### src/rtl/mbox_pkg.sv
package mbox_pkg;

    typedef enum logic [1:0] {
        REG_CTL   = 2'd0,
        REG_TXWIN = 2'd1,
        REG_STAT  = 2'd2,
        REG_RXWIN = 2'd3
    } reg_sel_e;

    typedef enum logic [1:0] {
        LINK_DOWN  = 2'd0,
        LINK_RESET = 2'd1,
        LINK_UP    = 2'd2
    } link_state_e;

    localparam int CTL_IE  = 0;
    localparam int CTL_IS  = 1;
    localparam int CTL_DB  = 2;
    localparam int CTL_RDY = 3;
    localparam int CTL_RST = 4;
    localparam int CTL_OVF = 5;

endpackage

### src/rtl/mbox_ring.sv
module mbox_ring #(
    parameter int DEPTH = 8,
    parameter int WIDTH = 32
) (
    input  logic             clk,
    input  logic             rst_n,
    input  logic             clr,
    input  logic             push,
    input  logic [WIDTH-1:0] push_data,
    input  logic             pop,
    output logic [WIDTH-1:0] head,
    output logic [7:0]       wptr,
    output logic [7:0]       rptr,
    output logic [7:0]       fill,
    output logic             ovf
);
    localparam int IW = $clog2(DEPTH);
    localparam logic [7:0] DEPTH_B = 8'(DEPTH);

    logic [WIDTH-1:0] mem [DEPTH];
    logic full, empty, do_push, do_pop;

    assign fill    = wptr - rptr;
    assign full    = (fill == DEPTH_B);
    assign empty   = (fill == 8'd0);
    assign do_push = push && !full && !clr;
    assign do_pop  = pop && !empty && !clr;
    assign head    = empty ? '0 : mem[rptr[IW-1:0]];

    always_ff @(posedge clk) begin
        if (do_push) begin
            mem[wptr[IW-1:0]] <= push_data;
        end
    end

    always_ff @(posedge clk) begin
        if (!rst_n || clr) begin
            wptr <= 8'd0;
            rptr <= 8'd0;
            ovf  <= 1'b0;
        end else begin
            if (do_push) begin
                wptr <= wptr + 8'd1;
            end
            if (do_pop) begin
                rptr <= rptr + 8'd1;
            end
            if (push && full) begin
                ovf <= 1'b1;
            end
        end
    end

endmodule

### src/rtl/mbox_link.sv
module mbox_link
    import mbox_pkg::*;
(
    input  logic clk,
    input  logic rst_n,
    input  logic ctl_wr,
    input  logic wr_rst,
    input  logic wr_rdy,
    output logic in_reset,
    output logic ready
);
    link_state_e state, state_nx;

    always_ff @(posedge clk) begin
        if (!rst_n) begin
            state <= LINK_DOWN;
        end else begin
            state <= state_nx;
        end
    end

    always_comb begin
        state_nx = state;
        if (ctl_wr) begin
            unique case (state)
                LINK_DOWN: begin
                    if (wr_rst)      state_nx = LINK_RESET;
                    else if (wr_rdy) state_nx = LINK_UP;
                end
                LINK_RESET: begin
                    if (!wr_rst)     state_nx = LINK_DOWN;
                end
                LINK_UP: begin
                    if (wr_rst)      state_nx = LINK_RESET;
                    else if (!wr_rdy) state_nx = LINK_DOWN;
                end
                default:             state_nx = LINK_DOWN;
            endcase
        end
    end

    always_comb begin
        in_reset = 1'b0;
        ready    = 1'b0;
        unique case (state)
            LINK_DOWN:  ;
            LINK_RESET: in_reset = 1'b1;
            LINK_UP:    ready = 1'b1;
            default:    ;
        endcase
    end

endmodule

### src/rtl/mbox_irq.sv
module mbox_irq (
    input  logic clk,
    input  logic rst_n,
    input  logic ring,
    input  logic dev_ready,
    input  logic ctl_wr,
    input  logic wr_ie,
    input  logic wr_is,
    output logic ie,
    output logic ist,
    output logic irq
);
    logic ready_q, set_evt;

    assign set_evt = ring || (dev_ready != ready_q);
    assign irq     = ie && ist;

    always_ff @(posedge clk) begin
        if (!rst_n) begin
            ie      <= 1'b0;
            ist     <= 1'b0;
            ready_q <= 1'b0;
        end else begin
            ready_q <= dev_ready;
            if (ctl_wr) begin
                ie <= wr_ie;
            end
            if (set_evt) begin
                ist <= 1'b1;
            end else if (ctl_wr && wr_is) begin
                ist <= 1'b0;
            end
        end
    end

endmodule

### src/rtl/slot_mailbox.sv
module slot_mailbox
    import mbox_pkg::*;
#(
    parameter int HOST_DEPTH = 8,
    parameter int DEV_DEPTH  = 8
) (
    input  logic        clk,
    input  logic        rst_n,
    input  logic        host_sel,
    input  logic        host_wr,
    input  logic [1:0]  host_addr,
    input  logic [31:0] host_wdata,
    output logic [31:0] host_rdata,
    output logic        host_irq,
    output logic        host_ready,
    output logic [31:0] dev_rx_data,
    output logic        dev_rx_avail,
    input  logic        dev_rx_pop,
    input  logic        dev_tx_push,
    input  logic [31:0] dev_tx_data,
    input  logic        dev_doorbell,
    input  logic        dev_ready,
    output logic        dev_event,
    output logic        dev_host_reset
);
    localparam logic [7:0] HD_B = 8'(HOST_DEPTH);
    localparam logic [7:0] DD_B = 8'(DEV_DEPTH);

    logic ctl_wr, tx_wr, rx_rd, any_rd, ring_clr;
    logic in_reset, ie, ist;
    logic [7:0] h_wp, h_rp, h_fill, d_wp, d_rp, d_fill;
    logic h_ovf, d_ovf;
    logic [31:0] d_head, ctl_word, stat_word;

    assign ctl_wr   = host_sel && host_wr  && (host_addr == REG_CTL);
    assign tx_wr    = host_sel && host_wr  && (host_addr == REG_TXWIN);
    assign rx_rd    = host_sel && !host_wr && (host_addr == REG_RXWIN);
    assign any_rd   = host_sel && !host_wr;
    assign ring_clr = in_reset || (ctl_wr && host_wdata[CTL_RST]);

    mbox_ring #(.DEPTH(HOST_DEPTH), .WIDTH(32)) u_hring (
        .clk(clk), .rst_n(rst_n), .clr(ring_clr),
        .push(tx_wr), .push_data(host_wdata),
        .pop(dev_rx_pop), .head(dev_rx_data),
        .wptr(h_wp), .rptr(h_rp), .fill(h_fill), .ovf(h_ovf)
    );

    mbox_ring #(.DEPTH(DEV_DEPTH), .WIDTH(32)) u_dring (
        .clk(clk), .rst_n(rst_n), .clr(ring_clr),
        .push(dev_tx_push), .push_data(dev_tx_data),
        .pop(rx_rd), .head(d_head),
        .wptr(d_wp), .rptr(d_rp), .fill(d_fill), .ovf(d_ovf)
    );

    mbox_link u_link (
        .clk(clk), .rst_n(rst_n), .ctl_wr(ctl_wr),
        .wr_rst(host_wdata[CTL_RST]), .wr_rdy(host_wdata[CTL_RDY]),
        .in_reset(in_reset), .ready(host_ready)
    );

    mbox_irq u_irq (
        .clk(clk), .rst_n(rst_n), .ring(dev_doorbell), .dev_ready(dev_ready),
        .ctl_wr(ctl_wr), .wr_ie(host_wdata[CTL_IE]), .wr_is(host_wdata[CTL_IS]),
        .ie(ie), .ist(ist), .irq(host_irq)
    );

    assign dev_rx_avail   = (h_fill != 8'd0);
    assign dev_host_reset = in_reset;

    assign ctl_word  = {HD_B, h_wp, h_rp, 2'b00, h_ovf, in_reset, host_ready, 1'b0, ist, ie};
    assign stat_word = {DD_B, d_wp, d_rp, 2'b00, d_ovf, 1'b0, dev_ready, 3'b000};

    always_ff @(posedge clk) begin
        if (!rst_n) begin
            host_rdata <= 32'd0;
            dev_event  <= 1'b0;
        end else begin
            dev_event <= ctl_wr && host_wdata[CTL_DB];
            if (any_rd) begin
                unique case (reg_sel_e'(host_addr))
                    REG_CTL:   host_rdata <= ctl_word;
                    REG_TXWIN: host_rdata <= 32'd0;
                    REG_STAT:  host_rdata <= stat_word;
                    REG_RXWIN: host_rdata <= d_head;
                    default:   host_rdata <= 32'd0;
                endcase
            end
        end
    end

endmodule

### config.mk
export PLATFORM = sky130hd
export DESIGN_NAME = slot_mailbox
export DESIGN_NICKNAME = d
export VERILOG_FILES = /design/src/rtl/mbox_pkg.sv /design/src/rtl/mbox_ring.sv /design/src/rtl/mbox_link.sv /design/src/rtl/mbox_irq.sv /design/src/rtl/slot_mailbox.sv
export SDC_FILE = /design/constraint.sdc
export NUM_CORES = 1
export LEC_CHECK = 0
export BUFFER_PORTS_ARGS = -buffer_cell sky130_fd_sc_hd__buf_2
export CAP_MARGIN = 20
export CORE_ASPECT_RATIO = 1.75
export CORE_MARGIN = 5
export CORE_UTILIZATION = 60
export CTS_CLUSTER_SIZE = 16
export DETAILED_ROUTE_END_ITERATION = 10
export PLACE_DENSITY = 0.78
export SLEW_MARGIN = 25
export SYNTH_ARGS = -nofsm -noshare
export SYNTH_HDL_FRONTEND = slang
export SYNTH_SLANG_ARGS = --single-unit
### constraint.sdc
create_clock -name clk -period 8.1 [get_ports clk]
set_clock_uncertainty 0.2 [all_clocks]
set_input_delay 1.62 -clock clk [delete_from_list [all_inputs] [get_ports clk]]
set_output_delay 1.62 -clock clk [all_outputs]
set_load 0.1 [all_outputs]
# Word level (Yosys, flattened, before mapping)
# Memory sizes are Yosys's and may differ from the RTL's. A register that Yosys moved wholly into a read port is not among the register bits.
# Index checks and enable logic that the tools add are counted.
op_classes:
  addsub: 6
  eq_ne: 11
  muxes: 21
  n_reduce_logical: 36
ops:
  columns: ["op", "count"]
  rows:
  - ["case mux 32 bit (4 select lines)", 1]
  - ["two-way mux 32 bit", 2]
  - ["adder 8 x 1 -> 8 bit (second input constant)", 4]
  - ["logical AND 1 bit", 19]
  - ["equality test 8 x 4 -> 1 bit (second input constant)", 2]
  - ["logical NOT 8 bit", 2]
  - ["subtractor 8 bit", 2]
  - ["two-way mux 3 bit", 4]
  - ["two-way mux 2 bit", 5]
  - ["two-way mux 1 bit", 8]
  - ["nonzero test 8 bit", 1]
  - ["logical NOT 1 bit", 7]
  - ["equality test 2 bit (second input constant)", 3]
  - ["inequality test 3 bit (second input constant)", 2]
  - ["case mux 2 bit (3 select lines)", 1]
  - ["equality test 2 x 1 -> 1 bit (second input constant)", 2]
  - ["logical NOT 2 bit", 2]
  - ["AND reduction 4 bit", 1]
  - ["logical OR 1 bit", 3]
  - ["inequality test 2 bit (second input constant)", 1]
  - ["nonzero test 2 bit", 1]
  - ["inequality test 1 bit", 1]
totals:
  register_bits: 72
  ram_bits: 512
  inputBits: 74
  out_inout_bits: 69
  wordCells: 88
  memories: 2
mem_list:
  columns: ["name", "words", "width", "read_ports", "rd_ports_with_merged_regs", "wr", "line_no", "source"]
  rows:
  - ["u_dring.mem", 8, 32, 1, 1, 1, "mbox_ring.sv:20", "logic [WIDTH-1:0] mem [DEPTH];"]
  - ["u_hring.mem", 8, 32, 1, 1, 1, "mbox_ring.sv:20", null]

# Depth between registers and ports, before layout
# Gate-level depths: netlist of run 1.
depth:
  ltp_word: 8
  mapped_depth: 12
  depth_no_buf: 9

# By module
# A second synthesis of run 1 with hierarchy kept.
unflattened:
  hier_cells: 1357
  area_unflattened_um2: 23929.2
by_module_without_submodules:
  columns: ["mod", "instances", "cells_each", "area_per_inst_um2", "seq_area_each_um2"]
  rows:
  - ["mbox_ring (u_hring)", 1, 580, 11045.6, 8087.8]
  - ["mbox_ring (u_dring)", 1, 580, 11034.3, 8087.8]
  - ["slot_mailbox", 1, 175, 1639.1, 660.6]
  - ["mbox_irq", 1, 10, 115.1, 60.1]
  - ["mbox_link", 1, 12, 95.1, 40.0]

# Worst setup path before layout of run 1
# OpenSTA, ideal clock, no wires.
synth_path:
  kind: "input -> register"
  startpoint: "input host_addr[0]"
  endpoint: "memory u_hring.mem[4][0] (enable)"
  arrival_time_ns: 6.053
  t_required_ns: 7.387
  slack_ns: 1.333
  path_stages: 5
  path_buffers: 1
  path_cell_list: "clkbuf_1 nor3_1 a21oi_1 nand3_1 nor4b_1"
synth_via:
  elab_chain_len: 8
  elab_cells_between_ends: 11
  cone_classes: "eq/ne: 1; mux: 2; reduce/logical: 8"
synth_rtl:
  columns: ["item", "line_no", "source"]
  rows:
  - ["from (decl)", "slot_mailbox.sv:11", "input logic [1:0] host_addr,"]
  - ["logical NOT 2 bit", "slot_mailbox.sv:35", "assign ctl_wr = host_sel && host_wr && (host_addr == REG_CTL);"]
  - ["logical AND 1 bit", "slot_mailbox.sv:35", null]
  - ["logical AND 1 bit", "slot_mailbox.sv:39", "assign ring_clr = in_reset || (ctl_wr && host_wdata[CTL_RST]);"]
  - ["logical OR 1 bit", "slot_mailbox.sv:39", null]
  - ["logical NOT 1 bit", "mbox_ring.sv:26", "assign do_push = push && !full && !clr;"]
  - ["logical AND 1 bit (*)", "mbox_ring.sv:26", null]
  - ["two-way mux 1 bit (*)", "mbox_ring.sv:31", "if (do_push) begin"]
  - ["two-way mux 1 bit (not written as such) (*)", "mbox_ring.sv:32", "mem[wptr[IW-1:0]] <= push_data;"]
  - ["to (decl)", "mbox_ring.sv:20", null]
# Every way passes the cells marked *; elsewhere a longest branch is shown, timed or not.

# Worst setup path after layout of run 1
layout_path:
  startpoint: "register u_hring.rptr[4]"
  endpoint: "output dev_rx_data[27]"
layout_via:
  elab_chain_len: 3
layout_rtl:
  columns: ["item", "line_no", "source"]
  rows:
  - ["from (decl)", "mbox_ring.sv:13", "output logic [7:0] rptr,"]
  - ["from (signal assigned)", "mbox_ring.sv:46", "rptr <= rptr + 8'd1;"]
  - ["subtractor 8 bit", "mbox_ring.sv:23", "assign fill = wptr - rptr;"]
  - ["logical NOT 8 bit", "mbox_ring.sv:25", "assign empty = (fill == 8'd0);"]
  - ["two-way mux 32 bit", "mbox_ring.sv:28", "assign head = empty ? '0 : mem[rptr[IW-1:0]];"]
  - ["to (decl)", "slot_mailbox.sv:16", "output logic [31:0] dev_rx_data,"]
# No other way between the ends.

==> results of run 1 <==
==> power by group through the flow <==
stage	Combinational [mW]	Sequential, mW	Clock (mW)
6_report	1.73	3.40	2.34
5_1_grt	1.81	3.41	2.52
4_1_cts	1.74	3.40	2.38
3_5_place_dp	1.74	3.47	0
3_3_place_gp	1.72	3.47	0
2_1_floorplan	1.43	3.47	0
==> synth_stat cells (7+ instances only) <==
| library cell | count |
|---|---|
| edfxtp_1 | 512 |
| mux4_2 | 128 |
| dfxtp_1 | 78 |
| nor2_1 | 78 |
| mux2i_1 | 74 |
| a21oi_1 | 66 |
| clkbuf_1 | 39 |
| nand2_1 | 36 |
| nand3_1 | 33 |
| o21ai_0 | 31 |
| inv_1 | 21 |
| ha_1 | 18 |
| buf_2 | 16 |
| xnor2_1 | 16 |
| mux2_2 | 13 |
| nor4_1 | 12 |
| nor3_1 | 11 |
| or4_1 | 11 |
| buf_1 | 10 |
| o31ai_1 | 9 |
| nor2b_1 | 7 |
==> worst max-delay path, cell delays in order (launching register included) <==
cell and delay [ns]:
dfxtp_1 0.44, inv_1 0.08, ha_1 0.33, o21a_1 0.22, or3_1 0.36, a2111oi_4 0.42, o211a_1 0.37, buf_4 0.42
nor2_1 0.10, buf_2 0.31
==> layer usage <==
layer / GRT usage [%] / part of all wire (%) / up-vias
li1: - / - / 5431
met1: 25.8 / 35 / 6178
met2: 41.4 / 56 / 438
met3: 3.25 / 5.6 / 112
met4: 8.25 / 3.7 / 6
met5: 0 / 0.070 / -
==> stage by stage <==
step | setup slack, ns | hold slack, ns | instances
2_1_floorplan | 1.33 | 0.236 | 1286
3_3_place_gp | 3.24 | 0.243 | 1865
3_5_place_dp | 3.23 | 0.246 | 1866
4_1_cts | 2.64 | 0.256 | 1956
5_1_grt | 2.48 | 0.276 | 1957
6_report | 2.65 | 0.256 | 1958
==> final cells by class <==
| cell class | count | area (sq um) |
|---|---|---|
| repair buffers | 165 | 907 |
| diodes | 2 | 5.00 |
| clock buffers | 66 | 1370 |
| clock inverters | 24 | 230 |
| fillers | 2497 | 12200 |
| multi-input cells | 605 | 6170 |
| flip-flops and latches | 590 | 17000 |
| well taps | 485 | 607 |
| inverters | 21 | 78.8 |
==> kinds of logic (layout without fill, tap and decap cells) <==
logic type / after synthesis / in the layout / synth area share [%]
AO/OA/AOI/OAI: 128 / 128 / 3.37
XOR/XNOR: 21 / 21 / 0.786
adder cells (fa/ha/maj): 18 / 18 / 0.963
buffers and inverters: 91 / 276 / 1.65
flip-flops: 590 / 590 / 72.4
multiplexers: 215 / 215 / 16.1
other: 0 / 2 / 0
AND/OR/NAND/NOR: 223 / 223 / 4.70
==> sequential cells by signal, summed over array words and instances, names as in the netlist, named ones only <==
name and flops:
u_dring.mem 256, u_hring.mem 256, host_rdata 32, u_dring.rptr 8, u_dring.wptr 8, u_hring.rptr 8
u_hring.wptr 8, u_link.state 2, dev_event 1, u_dring.ovf 1, u_hring.ovf 1, u_irq.ie 1
u_irq.ist 1, u_irq.ready_q 1
==> path summary, 6_finish.rpt <==
path / start / to / slack (ns) / cells after the start
max: u_hring.rptr[4] / dev_rx_data[27] / 2.65 / 9
min: host_rdata[28] / host_rdata[28] / 0.26 / 2
max reg2reg: u_hring.wptr[1] / u_hring.mem[7][31] / 4.17 / 7
min reg2reg: host_rdata[28] / host_rdata[28] / 0.26 / 2
==> impl_metrics.ini, run 1 <==
[status]
outcome = finished clean

[sta]
max_slew.worst_pin.slew_ns = 1.08
hold_viol_final = 0
period_minus_slack_ns = 5.45
tns_ns = 0
finalCritPeriodShare_pct = 67.3
timing.fmax_ghz = 0.183
rsz0062_at_grt = false
maxSlewViolCount = 0
setup_viol = 0
slew_headroom_pct = 27.8

[detailed_routing]
routed_wl_mm = 48.3
ant_nets = 0
avgViaCountPerCell = 6.21
drt_iter0_drc = 840
vias = 12165
dr.pass1.iters = 7
post-route-drc-count = 0
wl_per_cell_um = 24.7

[synth]
synth_edf_count = 512
postSynthCellCount = 1286
syn-num-nets = 1378
ys_async_sr_fraction_pct = 0
synth_ff_type = edfxtp_1
synthesis.yosys.warnings = 0
yosysSeqAreaShare_pct = 72.4
synthesis.area_sq_um = 23400
ys_types = 53
synth_top_area_share_pct = 65.7
syn_avg_cell_area_sq_um = 18.2
synth_area_leaders = edfxtp_1 66%, mux4_2 12%, dfxtp_1 6.7%
ys_ff_latch = 590
yosysTopAreaCell = edfxtp_1

[pwr]
design_power_total_mw = 7.46
powerDensity_nw_per_um2 = 284
seq_power_share_pct = 45.6
clkPwrFrac_pct = 31.3
switching_share_pct = 32.0
power.net_switching_mw = 2.39
internal_power_mw = 5.08
p_leak_nw = 8.50
ir_drop_mv = 0.227
pwr-share-comb_pct = 23.1

[layout]
utilization_pct = 68.3
nets = 1524
area_growth_pct = 12.5
layout_commonest_cell = edfxtp_1
fin_area_sq_um = 26300
drive_gt1_share_pct = 27.9
layout_common_cells = 512 x edfxtp_1, 142 x buf_2, 128 x mux4_2

[critical_path]
critPathKind = reg -> out
cp_max_fo = 33
start_kind = flop
crit_path_end_kind = output port
crit_required_ns = 6.28
critPathArrivalTime_ns = 3.63

[clocking]
cts_tree = built
clock_latency_ns = 0.57
htreeDepth = 2
cts_root_buf = clkbuf_16
path_clk_slew_ns = 0.07
clk_path_buf_depth = 3
numCtsBuffers = 49
cts_resized = 0
postCtsSetupRepairBufs = 0
ctsHoldBuffers = 0
clock-sinks = 590

[global_route]
grt_max_degree = 65
antenna_found_initial = 4
overflow = 0
grt_pass1_vias = 12778
grt_pass1_wl_mm = 74.2
grt_util_all_layers_pct = 22.2

[flow_run]
drv_cap = 0

[place]
place_congestion = 0.857
port_buffers = 142
dp_hpwl_mm = 30.0
placed_area_sq_um = 24700

[die]
die_x_um = 159
core_area_sq_um = 38500
die_y_um = 271
die_area_sq_um = 43200
row_count = 95
start_util_pct = 60.7
design.portCount = 143

[min_path]
hp-class = reg -> reg
Power figures use the tool's default switching activity.
==> run 2, diff against run 1 <==
==> constraint.sdc (replaced) <==
create_clock -name clk -period 5.08 [get_ports clk]
set_clock_uncertainty 0.2 [all_clocks]
set_input_delay 1.016 -clock clk [delete_from_list [all_inputs] [get_ports clk]]
set_output_delay 1.016 -clock clk [all_outputs]
set_load 0.1 [all_outputs]
==> impl_metrics.ini, run 2 (same netlist as run 1, synthesis figures left out) <==
[global_route]
grt_max_degree = 46
grt_util_all_layers_pct = 22.3
antenna_found_initial = 3
overflow = 0
grt_pass1_vias = 12855
grt_pass1_wl_mm = 74.3

[sta]
max_slew.worst_pin.slew_ns = 0.933
hold_viol_final = 0
period_minus_slack_ns = 4.63
setup_viol = 0
finalCritPeriodShare_pct = 91.1
maxSlewViolCount = 0
timing.fmax_ghz = 0.216
rsz0062_at_grt = false
slew_headroom_pct = 37.8
layout_setup_ws_ns = 0.451

[pwr]
p_leak_nw = 8.55
ir_drop_mv = 0.382
powerDensity_nw_per_um2 = 456

[critical_path]
path_buf_inv = 3
crit_path_end_kind = output port
critPathArrivalTime_ns = 3.41
r2r-start = u_dring.wptr[0]
start_kind = flop
cp_top_family = compound AO/OA/AOI/OAI gates
crit_chain = inv_1, ha_1, o21a_1, or3_1, a2111oi_4, o211a_1, buf_12, nor2_1, buf_2
critPathKind = reg -> out
cp_max_fo = 33
slowest_stage = dfxtp_1
startpoint = u_hring.rptr[4]
crit_required_ns = 3.86
max_stage_delay_ns = 0.42

[layout]
fillers = 2513
nets = 1525
fin_area_sq_um = 26400
drive_gt1_share_pct = 27.8
area_growth_pct = 13.1
layout_common_cells = 512 x edfxtp_1, 142 x buf_2, 128 x mux4_2
layout_commonest_cell = edfxtp_1

[place]
placed_area_sq_um = 24800
place_ws_ns = 0.866
port_buffers = 142
place_congestion = 0.866
dp_hpwl_mm = 30.1

[clocking]
clk_path_buf_depth = 3
ctsHoldBuffers = 0
htreeDepth = 2
postCtsSetupRepairBufs = 0
cts_resized = 0
path_clk_slew_ns = 0.07
cts_tree = built
cts_root_buf = clkbuf_16
numCtsBuffers = 49
clock-sinks = 590
clock_latency_ns = 0.57

[min_path]
holdCritStartpoint = host_rdata[28]
hp-class = reg -> reg

[detailed_routing]
vias = 12074
dr.pass1.iters = 5
routed_wl_mm = 48.0
post-route-drc-count = 0
ant_nets = 0
avgViaCountPerCell = 6.16
drt_iter0_drc = 901
wl_per_cell_um = 24.5

[flow_run]
drv_cap = 0

[die]
die_y_um = 271
start_util_pct = 60.7
core_area_sq_um = 38500
die_x_um = 159
die_area_sq_um = 43200
row_count = 95
design.portCount = 143

[status]
outcome = finished clean
[run 2: worst paths after layout]
path | endpoint | slack, ns | depth (start not counted)
hold / removal | host_rdata[28] | 0.25 | 2
hold reg to reg | host_rdata[28] | 0.25 | 2
setup / recovery | dev_rx_data[23] | 0.45 | 9
setup reg to reg | u_dring.mem[6][25] | 1.02 | 10
[run 2: worst reg2reg max path, stage by stage (launching register included)]
cell and delay, ns:
dfxtp_1 0.68, inv_1 0.28, ha_1 0.31, nor2b_4 0.13, o31a_4 0.16, a41oi_1 0.14
xnor2_1 0.47, or4_1 0.28, nand3_1 0.27, nor3b_4 0.27, buf_4 0.47
[run 2: through the flow]
stage               hold slack (ns)  TNS (ns)  power (mW)  utilization (%)  std cells
floorplan                     0.236   -118.31        7.81                -       1286
global placement              0.242         0        8.31             64.3       1867
detailed placement            0.247         0        8.35             64.3       1867
CTS                           0.256         0        12.2             68.6       1958
global route                  0.280         0        12.5             68.7       1958
finish                        0.254         0        12.1             68.7       1961
[run 2: layout make-up]
cell class                      count  area (sq um)  area share, %
Timing Repair Buffer              166           928           3.51
Tap cell                          485           607           2.29
Inverter                           21          78.8          0.298
Clock inverter                     24           289           1.09
Clock buffer                       67          1380           5.20
Multi-Input combinational cell    605          6210           23.5
Antenna cell                        3          7.51         0.0284
Sequential cell                   590         17000           64.1
[run 2: power by group]
| part | switching [mW] | internal (mW) | total [mW] |
|---|---|---|---|
| clock | 1.63 | 2.22 | 3.84 |
| combinational | 2.07 | 0.680 | 2.75 |
| sequential | 0.122 | 5.35 | 5.47 |
[run 2: routing by layer]
| layer | GRT usage, % | routed length, um | vias to the layer above | part of all wire (%) |
|---|---|---|---|---|
| met4 | 8.02 | 1660 | 4 | 3.5 |
| met2 | 41.3 | 27000 | 366 | 56 |
| li1 | - | - | 5439 | - |
| met1 | 25.9 | 17000 | 6161 | 35 |
| met5 | 0 | 19 | - | 0.040 |
| met3 | 3.79 | 2420 | 104 | 5.0 |
